**src/rtl/stepper_pkg.sv**
```systemverilog
package stepper_pkg;

    localparam int PHASES   = 4;
    localparam int POS_W    = 3;
    localparam int SEL_W    = $clog2(PHASES);
    localparam int CNT_W    = $clog2(PHASES + 1);
    localparam int SUM_W    = 6;
    localparam int STEP_W   = 4;
    localparam int HALF_REV = (1 << POS_W) / 2;

    typedef logic [PHASES-1:0]        phase_mask_t;
    typedef logic [POS_W-1:0]         rotor_pos_t;
    typedef logic signed [SUM_W-1:0]  pull_sum_t;
    typedef logic signed [STEP_W-1:0] step_t;
    typedef logic [CNT_W-1:0]         coil_cnt_t;

    typedef struct packed {
        logic             wr;
        logic [SEL_W-1:0] sel;
        logic             on;
    } phase_cmd_t;

    typedef struct packed {
        logic  valid;
        step_t step;
    } head_move_t;

    // Signed angular distance from a magnet to the rotor, wrapped to [-4, +3].
    function automatic pull_sum_t wrap_offset(rotor_pos_t pos, rotor_pos_t magnet);
        rotor_pos_t wrapped;
        wrapped = pos - magnet + rotor_pos_t'(HALF_REV);
        return pull_sum_t'({1'b0, wrapped}) - pull_sum_t'(HALF_REV);
    endfunction

    // Sum divided by coil count (1..4), truncating toward zero.
    function automatic step_t div_trunc(pull_sum_t sum, coil_cnt_t cnt);
        logic       neg;
        logic [4:0] mag;
        logic [9:0] prod;
        logic [4:0] quo;
        pull_sum_t  qs;
        neg  = sum[SUM_W-1];
        mag  = neg ? 5'(-sum) : 5'(sum);
        prod = {5'b0, mag} * 10'd11;
        case (cnt)
            3'd1:    quo = mag;
            3'd2:    quo = mag >> 1;
            3'd3:    quo = prod[9:5];
            3'd4:    quo = mag >> 2;
            default: quo = '0;
        endcase
        qs = pull_sum_t'({1'b0, quo});
        return step_t'(neg ? -qs : qs);
    endfunction

endpackage

```
**src/rtl/stepper_phase_latch.sv**
```systemverilog
module stepper_phase_latch
    import stepper_pkg::*;
(
    input  logic        clk,
    input  logic        rst,
    input  phase_cmd_t  cmd,
    output phase_mask_t mask_q,
    output phase_mask_t mask_next,
    output logic        mask_changed
);

    always_comb begin
        mask_next = mask_q;
        if (cmd.wr) begin
            mask_next[cmd.sel] = cmd.on;
        end
        mask_changed = cmd.wr && (mask_next != mask_q);
    end

    always_ff @(posedge clk) begin
        if (rst) begin
            mask_q <= '0;
        end else begin
            mask_q <= mask_next;
        end
    end

endmodule

```
**src/rtl/stepper_pull_avg.sv**
```systemverilog
module stepper_pull_avg
    import stepper_pkg::*;
(
    input  phase_mask_t mask,
    input  rotor_pos_t  pos,
    output step_t       direction
);

    pull_sum_t offs [PHASES];

    genvar g;
    generate
        for (g = 0; g < PHASES; g++) begin : g_coil
            localparam rotor_pos_t MAGNET = rotor_pos_t'(2 * g);
            assign offs[g] = mask[g] ? wrap_offset(pos, MAGNET) : '0;
        end
    endgenerate

    pull_sum_t sum;
    coil_cnt_t cnt;

    always_comb begin
        sum = '0;
        cnt = '0;
        for (int i = 0; i < PHASES; i++) begin
            sum = sum + offs[i];
            cnt = cnt + coil_cnt_t'(mask[i]);
        end
        direction = div_trunc(sum, cnt);
    end

endmodule

```
**src/rtl/stepper_head_positioner.sv**
```systemverilog
module stepper_head_positioner
    import stepper_pkg::*;
(
    input  logic              clk,
    input  logic              rst,
    input  logic              phase_wr,
    input  logic [1:0]        phase_sel,
    input  logic              phase_on,
    output logic [3:0]        phase_mask,
    output logic [2:0]        rotor_pos,
    output logic              step_valid,
    output logic signed [3:0] step_qtr
);

    phase_cmd_t  cmd;
    phase_mask_t mask_q;
    phase_mask_t mask_next;
    logic        mask_changed;
    rotor_pos_t  pos_q;
    step_t       direction;
    head_move_t  move_q;

    assign cmd = '{wr: phase_wr, sel: phase_sel, on: phase_on};

    stepper_phase_latch u_latch (
        .clk          (clk),
        .rst          (rst),
        .cmd          (cmd),
        .mask_q       (mask_q),
        .mask_next    (mask_next),
        .mask_changed (mask_changed)
    );

    stepper_pull_avg u_avg (
        .mask      (mask_next),
        .pos       (pos_q),
        .direction (direction)
    );

    always_ff @(posedge clk) begin
        if (rst) begin
            pos_q  <= '0;
            move_q <= '0;
        end else if (mask_changed && (mask_next != '0)) begin
            pos_q       <= pos_q - rotor_pos_t'(direction);
            move_q.valid <= 1'b1;
            move_q.step  <= -direction;
        end else begin
            move_q <= '0;
        end
    end

    assign phase_mask = mask_q;
    assign rotor_pos  = pos_q;
    assign step_valid = move_q.valid;
    assign step_qtr   = move_q.step;

endmodule

```
**config.mk**
```make
export PLATFORM = sky130hd
export DESIGN_NAME = stepper_head_positioner
export DESIGN_NICKNAME = d
export VERILOG_FILES = /design/src/rtl/stepper_pkg.sv /design/src/rtl/stepper_phase_latch.sv /design/src/rtl/stepper_pull_avg.sv /design/src/rtl/stepper_head_positioner.sv
export SDC_FILE = /design/constraint.sdc
export NUM_CORES = 1
export LEC_CHECK = 0
export ABC_AREA = 0
export BUFFER_PORTS_ARGS = -buffer_cell sky130_fd_sc_hd__buf_2
export CORE_MARGIN = 1
export CORE_UTILIZATION = 50
export CTS_CLUSTER_SIZE = 28
export DETAILED_ROUTE_END_ITERATION = 7
export GPL_TIMING_DRIVEN = 0
export PLACE_DENSITY = 0.72
export SLEW_MARGIN = 0
export SYNTH_ARGS = -nofsm -noshare
export SYNTH_HDL_FRONTEND = slang
export SYNTH_SLANG_ARGS = --single-unit
export TNS_END_PERCENT = 20
```
**constraint.sdc**
```tcl
create_clock -name clk -period 7.1 [get_ports clk]
set_input_delay 0.71 -clock clk [delete_from_list [all_inputs] [get_ports clk]]
set_output_delay 0.71 -clock clk [all_outputs]
set_load 0.1 [all_outputs]
```
; After elaboration in Yosys (flattened, before gate mapping)
; Cells that the tools add are included.
[word_totals]
ff_bits = 12
inputBits = 6
output_inout_bits = 12
elab_cells = 51
[classes]
n_addsub = 21
mul = 1
n_lt_le_gt_ge = 2
n_eq_ne = 5
mux = 12
n_bitwise = 1
n_reduce_logical = 5
[op_table]
columns = operator, n
row1 = $mux W6, 4
row2 = $add A6 B6 Y6, 3
row3 = $pmux W4 S4, 1
row4 = $sub A3 B3 Y4 const B, 4
row5 = $add A3 B3 Y3 const B, 4
row6 = $mux W5, 2
row7 = $mul A5 B4 Y9 const B, 1
row8 = $mux W4, 2
row9 = $neg A4 Y4, 2
row10 = $add A3 B1 Y3, 2
row11 = $eq A3 B2 Y1 const B, 2
row12 = $sub A3 B3 Y3 const B, 2
row13 = $neg A5 Y5, 1
row14 = $bwmux W4, 1
row15 = $ne A4 B4 Y1, 1
row16 = $reduce_bool A4 Y1, 1
row17 = $eq A3 B1 Y1 const B, 1
row18 = $eq A3 B3 Y1 const B, 1
row19 = $logic_and A1 B1 Y1, 3
row20 = $lt A2 B3 Y1 const B, 1
row21 = $sub A3 B2 Y3 const B, 1
row22 = $sub A3 B3 Y3, 1
row23 = $add A1 B1 Y2, 1
row24 = $demux W1 S2, 1
row25 = 4 further kinds, 4

; Longest topological paths before layout
; Gate-level depths: netlist (run 1).
[depth]
depth_word = 18
depth_mapped = 33

; By module
; A second synthesis (run 1) with hierarchy kept.
[unflattened]
cells_unflattened = 181
area_unflattened_um2 = 1659.1
[modules_own_cells]
columns = module, n_inst, cells_each, area_per_inst_um2
row1 = stepper_pull_avg, 1, 129, 1089.8
row2 = stepper_head_positioner, 1, 33, 354.1
row3 = stepper_phase_latch, 1, 19, 215.2

; Worst setup path before layout (run 1)
; No wires, ideal clock.
[synth_path]
path_kind = register -> register
startpoint = register pos_q[1], in the netlist rotor_pos[1]
endpoint = register pos_q[2], in the netlist rotor_pos[2]
t_arrival_ns = 7.706
path_slack_ns = -0.676
stages_incl_launch_ff = 31
n_path_buf = 1
cell_sequence = dfxtp_1 > clkbuf_1 > xnor2_1 > nand2b_1 > fa_1 > fa_1 > inv_1 > fa_1 > nor3_1 > nor4_1 > o21ai_0 > nand3_1 > inv_1 > ha_1 > ha_1 > xor2_1 > ha_1 > a21o_1 > a21o_1 > and2_1 > o21ai_0 > and4b_4 > nor2_1 > ha_1 > a21oi_1 > xor2_1 > ha_1 > nor4_4 > xnor2_1 > or3_1 > a21oi_1
[synth_between]
elab_chain_cells = 14
[synth_rtl]
columns = item, line_no
row1 = from (decl), stepper_head_positioner.sv:19  ; rotor_pos_t pos_q;
row2 = from (signal assigned), stepper_head_positioner.sv:45  ; pos_q <= pos_q - rotor_pos_t'(direction);
row3 = $sub A3 B2 Y3, stepper_pkg.sv:31  ; wrapped = pos - magnet + rotor_pos_t'(HALF_REV);
row4 = $add A3 B3 Y3, stepper_pkg.sv:31
row5 = $sub A3 B3 Y4, stepper_pkg.sv:32  ; return pull_sum_t'({1'b0, wrapped}) - pull_sum_t'(HALF_REV);
row6 = $mux W6, stepper_pull_avg.sv:15  ; assign offs[g] = mask[g] ? wrap_offset(pos, MAGNET) : '0;
row7 = $add A6 B6 Y6 (3 in series), stepper_pull_avg.sv:26  ; sum = sum + offs[i];
row8 = $neg A5 Y5, stepper_pkg.sv:43  ; mag = neg ? 5'(-sum) : 5'(sum);
row9 = $mux W5, stepper_pkg.sv:43
row10 = $mul A5 B4 Y9, stepper_pkg.sv:44  ; prod = {5'b0, mag} * 10'd11;
row11 = $pmux W4 S4, stepper_pkg.sv:45  ; case (cnt)
row12 = $neg A4 Y4, stepper_pkg.sv:53  ; return step_t'(neg ? -qs : qs);
row13 = $mux W4, stepper_pkg.sv:53
row14 = $sub A3 B3 Y3 (*), stepper_head_positioner.sv:45
; Every way passes the cells marked *; elsewhere a longest branch is shown, timed or not.
; A chain may end at the register's enable or synchronous reset.

; Worst setup path after layout (run 1)
[layout_path]
startpoint = input port phase_sel[0]
endpoint = register pos_q[2], in the netlist rotor_pos[2]
[layout_lines]
columns = item, line_no
row1 = from (decl), stepper_head_positioner.sv:7  ; input logic [1:0] phase_sel,
row2 = $lt A2 B3 Y1 (not written as such) / $ge A2 B1 Y1 (equally long branches), stepper_phase_latch.sv:15  ; mask_next[cmd.sel] = cmd.on;
row3 = $logic_and A1 B1 Y1 (not written as such), stepper_phase_latch.sv:15
row4 = $mux W1 (not written as such), stepper_phase_latch.sv:15
row5 = $demux W1 S2 (*), -
row6 = $bwmux W4 (*), stepper_phase_latch.sv:15
row7 = $mux W4 (*), stepper_phase_latch.sv:14  ; if (cmd.wr) begin
row8 = via mask_next[3], stepper_head_positioner.sv:17  ; phase_mask_t mask_next;
row9 = $mux W6, stepper_pull_avg.sv:15
row10 = $add A6 B6 Y6, stepper_pull_avg.sv:26
row11 = $neg A5 Y5, stepper_pkg.sv:43
row12 = $mux W5, stepper_pkg.sv:43
row13 = $mul A5 B4 Y9, stepper_pkg.sv:44
row14 = $pmux W4 S4, stepper_pkg.sv:45
row15 = $neg A4 Y4, stepper_pkg.sv:53
row16 = $mux W4, stepper_pkg.sv:53
row17 = $sub A3 B3 Y3, stepper_head_positioner.sv:45
; The timed path passes the listed nets; every way through them passes the cells marked *.

==> results of run 1 <==
-- worst min path at each step --
stage	startpoint	to	slack, ns	cells after the start
after floorplan	rotor_pos[2]	rotor_pos[2]	0.74	2
after global placement	rotor_pos[0]	rotor_pos[0]	0.51	2
after detailed placement	rotor_pos[0]	rotor_pos[0]	0.52	2
after CTS	rotor_pos[2]	rotor_pos[2]	0.54	2
after global routing	rotor_pos[2]	rotor_pos[2]	0.55	2
final	rotor_pos[2]	rotor_pos[2]	0.53	2
-- worst register-to-register path: cells and delay by family (launching register included) --
family	cells	cell delay (ns)
AO/OA/AOI/OAI	4	0.51
flip-flops	1	0.40
adder cells (fa/ha/maj)	3	1.50
buffers and inverters	21	2.62
AND/OR/NAND/NOR	5	0.96
XOR/XNOR	3	0.48
-- final cells by class --
cell class              instances  share of cell area [%]
clock buffers                   4                    1.02
inverters                      27                    3.94
repair buffers                 57                    16.2
flip-flops and latches         12                    9.67
plain buffers                   4                   0.924
multi-input cells             177                    66.0
well taps                      46                    2.24
-- cell families (layout without fill, tap and decap cells) --
group | Yosys count | after routing | share of synthesized area [%]
and+or+nand+nor | 87 | 87 | 25.8
muxes | 8 | 8 | 5.18
xor gates and xnor gates | 13 | 13 | 7.46
AOI/OAI and AO/OA | 37 | 37 | 16.2
DFF | 12 | 12 | 13.3
adders and majority gates | 32 | 32 | 25.0
buffers and inverters | 32 | 92 | 7.11
-- stage by stage --
stage | power, mW | instance area, µm² | hold slack [ns] | setup slack [ns]
CTS | 0.416 | 2430 | 0.538 | 0.00273
detailed placement | 0.289 | 1990 | 0.523 | -0.747
global route | 0.492 | 2570 | 0.552 | -0.0616
floorplan | 0.252 | 1850 | 0.741 | 0.0101
global placement | 0.285 | 1990 | 0.509 | -0.725
finish | 0.460 | 2570 | 0.528 | 0.240
-- state kept, by name, summed over array words and instances (netlist names) --
name,cells
step_qtr,4
rotor_pos,3
step_valid,1
u_latch.mask_q,4
-- power breakdown --
part | internal (mW) | switching [mW] | total [mW]
Clock | 0.0219 | 0.0241 | 0.0460
Combinational | 0.167 | 0.176 | 0.342
Sequential | 0.0694 | 0.00242 | 0.0718
-- routing by layer --
metal	share of wire [%]	vias to the layer above	global-route usage, %
met2	50	56	43.5
met5	0	-	0
met3	3.8	19	4.41
li1	-	895	-
met1	42	877	30.8
met4	4.0	0	13.1
-- layout by cell type (no fill, tap or decap), drive strengths merged, types with 3 or more instances in the layout --
| cell | Yosys | final |
|---|---|---|
| nand4 | 3 | 3 |
| xnor2 | 8 | 8 |
| mux2i | 6 | 6 |
| xor2 | 4 | 4 |
| nor2b | 3 | 3 |
| buf | 2 | 59 |
| inv | 27 | 27 |
| nor2 | 25 | 25 |
| a21o | 5 | 5 |
| nand2 | 18 | 18 |
| or2 | 4 | 4 |
| ha | 25 | 25 |
| fa | 7 | 7 |
| dfxtp | 12 | 12 |
| a21oi | 11 | 11 |
| nand3 | 6 | 6 |
| o21ai | 4 | 4 |
| nor3b | 4 | 4 |
| nor3 | 7 | 7 |
| nand3b | 6 | 6 |
| clkbuf | 3 | 6 |
-- repair_timing --
action / CTS / global route
gates resized for setup: 31 / 17
buffers inserted: 37 / 8
setup endpoints to repair: 2 / 3
pin swaps: 25 / 32
==> impl_results.md, run 1 <==
* Worst Reg-to-Reg Cells at 36
* Synth area leaders: ha_1, dfxtp_1, fa_1, inv_1, nor2_1
* Synth-to-layout area growth at 42.1%
* Finished Layout Cells at 327
* FF+latch count, synth at 12
* Most common cell on crit path: buf_4
* # H-tree levels at 1
* Slew headroom at 63.8%
* CTS root buf: clkbuf_4
* GRT Residual Overflow at 0
* Port bufs at 16
* Tmin final at 6.86 ns
* Setup crit end: rotor_pos[2]
* Initial DRC Count at 64
* Capturing point of the worst reg2reg path: rotor_pos[2]
* Final period util at a little under 100%
* Synth Flop Type: dfxtp_1
* Post-Route WL at approximately 4.9 mm
* Share of cells above drive strength 1 at 43.8%
* Number of global-route vias before repair at 1754
* Largest net degree at the start of global routing at 12
* Setup TNS at 0 ns
* CORE AREA at 3420 µm²
* Delay-heaviest family, CP: buffers and inverters
* DRC at 0
* DP HPWL at 2.94 mm
* Vias post-DR at 1847
* CP Depth at 40
* Fillcell total at around 240
* Final Hold Viols at 0
* ANT nets after route at 0
* First-pass GRT wire length at 7.93 mm
* Crit end category: flop
* Synth Instances at 221
* Die H at between 60 and 70 µm
* I/O pins at 18
* Final Util at 75.3%
* GRT Util Overall at 25.6%
* Status: completed
* Die width at ~62 µm
* Critical R2R Launch: rotor_pos[1]
* Slowest stage delay, CP at 0.61 ns
* Worst-case clock buffer depth at 2
* Worst skew pair latency at between 0.2 and 0.3 ns
* Register Area at 249 µm²
* Post-synthesis sequential area ratio at 13.3%
* Nets at 320
* Post-synth top area share at 17.3%
* WP buf/inv at 22
* Multi-input gate area at 1700 µm²
* Max Fclk at 0.146 GHz
* Antenna cells at 0
* Pwr per Cell Area at 179 nW/µm²
* Site Rows at 21
* CTS tree: built
* Hold-fix buffers at CTS at 0
* Post-synth top area cell: ha_1
* Top cells by count, synth: inv_1, ha_1, nor2_1, nand2_1, dfxtp_1
* Initial antenna violation count at 0
* Hold Path Class: flop to flop
* Arrival @ worst endpoint at 7.07 ns
* TritonCTS sink count at 12
* Drt wl/cell at 15.0 µm
* CP max FO at 5
* Reg clk slew, reported paths at 0.06 ns
* Max cap viols at 0
* Worst Tran Pin Value at roughly 0.54 ns
* TritonRoute pass-1 iters at 5
* Crit Path Category: input port to flop
* Slew Viols, Final at 0
* Slowest CP cell: fa_2
* Via density at 5.65
* Routability Congestion at 0.837
* CP required at 7.31 ns
* Post-synthesis cell type count at between 50 and 60
* Mapped cell area at 1810 µm²
* Asr flop ratio synth at 0%
* Number of flops mapped to enable cells by yosys at 0
* Setup violators final at 0
* Synth Net Count at 259
* CP startpoint: phase_sel[0]
* Clock Skews at 0.0165 ns
* Most repeated cell in the gate-level netlist after synthesis: inv_1
* DIE AREA at 3870 µm²
* CTS buffer count at 3
* Reg2reg setup slack at 0.58 ns
* VDD IR max at 138 µV
* Startpoint types: input port
* Synth warnings at 0
* Syn avg cell area at around 8.2 µm²
* Placed cell count at ~280
* Initial cell density of the core at 53.0%
* Pleak at 1.23 nW
Note: power is estimated with default switching activity, not from simulation.
==> inputs of run 2 (changes only) <==
Settings changed: CORE_UTILIZATION 50 to 54, PLACE_DENSITY 0.72 to 0.77.
==> run 2 against run 1 <==
Against the previous run: die area is 7.2% lower; clock-buffer cell count is the same; clock skew is 0.013 ns lower; maximum frequency is 2.4% lower; critical path type unchanged.
==> impl_results.md, run 2 (synthesis results as in run 1) <==
* Area after DPL at 1990 µm²
* DIE AREA at approximately 3600 µm²
* Slew Viols, Final at 0
* Most common cell on crit path: ha_4
* First-pass GRT wire length at 8.04 mm
* Reg clk slew, reported paths at roughly 0.070 ns
* Site Rows at 20
* Startpoint types: input port
* Die H at 59.9 µm
* Setup TNS at 0 ns
* Final Hold Viols at 0
* Crit Path Category: input port to flop
* Worst Tran Pin Value at about 0.56 ns
* Nets at 320
* Delay-heaviest family, CP: adder cells
* Largest net degree at the start of global routing at 12
* TritonRoute pass-1 iters at 4
* Share of cells above drive strength 1 at ~45%
* WP buf/inv at 4
* Pleak at 1.25 nW
* Leading cell types in the layout, fill and taps excluded: buf_4, inv_1, nor2_1
* Setup violators final at 0
* Synth-to-layout area growth at 41.0%
* Slowest CP cell: fa_1
* Slowest stage delay, CP at ~0.56 ns
* TritonCTS sink count at 12
* # H-tree levels at 1
* CP max FO at 5
* I/O pins at 18
* Initial cell density of the core at around 58%
* Worst skew pair latency at about 0.27 ns
* CP required at 7.30 ns
* Initial antenna violation count at 0
* RSZ-0062 raised after global routing: yes
* Die width at 59.9 µm
* Post-Layout Inst Area at 2550 µm²
* Tmin final at roughly 7.0 ns
* Via density at 5.74
* VDD IR max at 193 µV
* Initial DRC Count at 92
* Total Power at about 460 µW
* Worst-case clock buffer depth at 2
* DP HPWL at roughly 3.0 mm
* Crit end category: flop
* Vias post-DR at 1866
* Routability Congestion at about 0.82
* Number of global-route vias before repair at 1849
* Max Fclk at 0.142 GHz
* Status: completed
* Port bufs at 16
* WHS at about 0.57 ns
* Max cap viols at 0
* Worst setup margin at roughly 0.068 ns
* CTS root buf: clkbuf_4
* Final period util at 99.0%
* Antenna cells at 0
* Most common cell after layout, fill and taps aside: buf_4
* Drt wl/cell at 16.5 µm
* CTS tree: built
* Pwr per Cell Area at 181 nW/µm²
* Fillcell total at 195
* Hold-fix buffers at CTS at 0
* Clock Skews at approximately 0.0032 ns
* GRT Residual Overflow at 0
* Placed cell count at 281
* CORE AREA at between 3000 and 4000 µm²
* ANT nets after route at 0
* Slew headroom at 62.8%
* DRC at 0
* CTS buffer count at 3
* Hold Path Class: flop to flop
* Arrival @ worst endpoint at 7.23 ns
* Pre-CTS setup slack at -0.748 ns
* Post-Route WL at between 5 and 6 mm
* Finished Layout Cells at about 330
* GRT Util Overall at roughly 30%
* Final Util at about four fifths
[run 2: worst paths after layout]
path                start           end  slack [ns]  depth (start not counted)
min reg2reg  rotor_pos[2]  rotor_pos[2]        0.57                          2
max          phase_sel[1]  rotor_pos[2]        0.07                         31
min          rotor_pos[2]  rotor_pos[2]        0.57                          2
max reg2reg  rotor_pos[1]  rotor_pos[2]        0.42                         28
[run 2: area by class of cell]
type,count,area (µm²),area share [%]
Multi-Input combinational cell,177,1670,65.2
Timing Repair Buffer,57,423,16.6
Sequential cell,12,249,9.75
Inverter,27,101,3.97
Tap cell,44,55.1,2.16
Clock buffer,4,36.3,1.42
Buffer,4,23.8,0.931
[run 2: power breakdown]
part	leakage, nW	switching [mW]	internal [mW]	total (mW)
clock network	0.0210	0.0223	0.0312	0.0534
registers	0.0998	0.00239	0.0694	0.0718
logic	1.13	0.176	0.160	0.336
total	1.25	0.201	0.261	0.461
[run 2: worst register-to-register path: cells and delay by family, from the launching register on]
| kind | cells | cell delay (ns) |
|---|---|---|
| buffers and inverters | 3 | 0.35 |
| adders and majority gates | 8 | 2.78 |
| and+or+nand+nor | 7 | 1.27 |
| DFF | 1 | 0.39 |
| AOI/OAI and AO/OA | 5 | 1.06 |
| xor gates and xnor gates | 5 | 0.77 |
[run 2: what timing repair did]
item,4_1_cts,5_1_grt
setup endpoints to repair,2,3
gates resized for setup,30,20
pin swaps,28,30
setup buffers,41,4
[run 2: layer usage]
metal / global-route usage, % / part of all wire [%] / vias to the layer above
met3: 6.49 / 4.7 / 22
met4: 12.3 / 3.6 / 0
met5: 0 / 0 / -
met1: 35.2 / 40 / 893
met2: 52.4 / 51 / 59
li1: - / - / 892
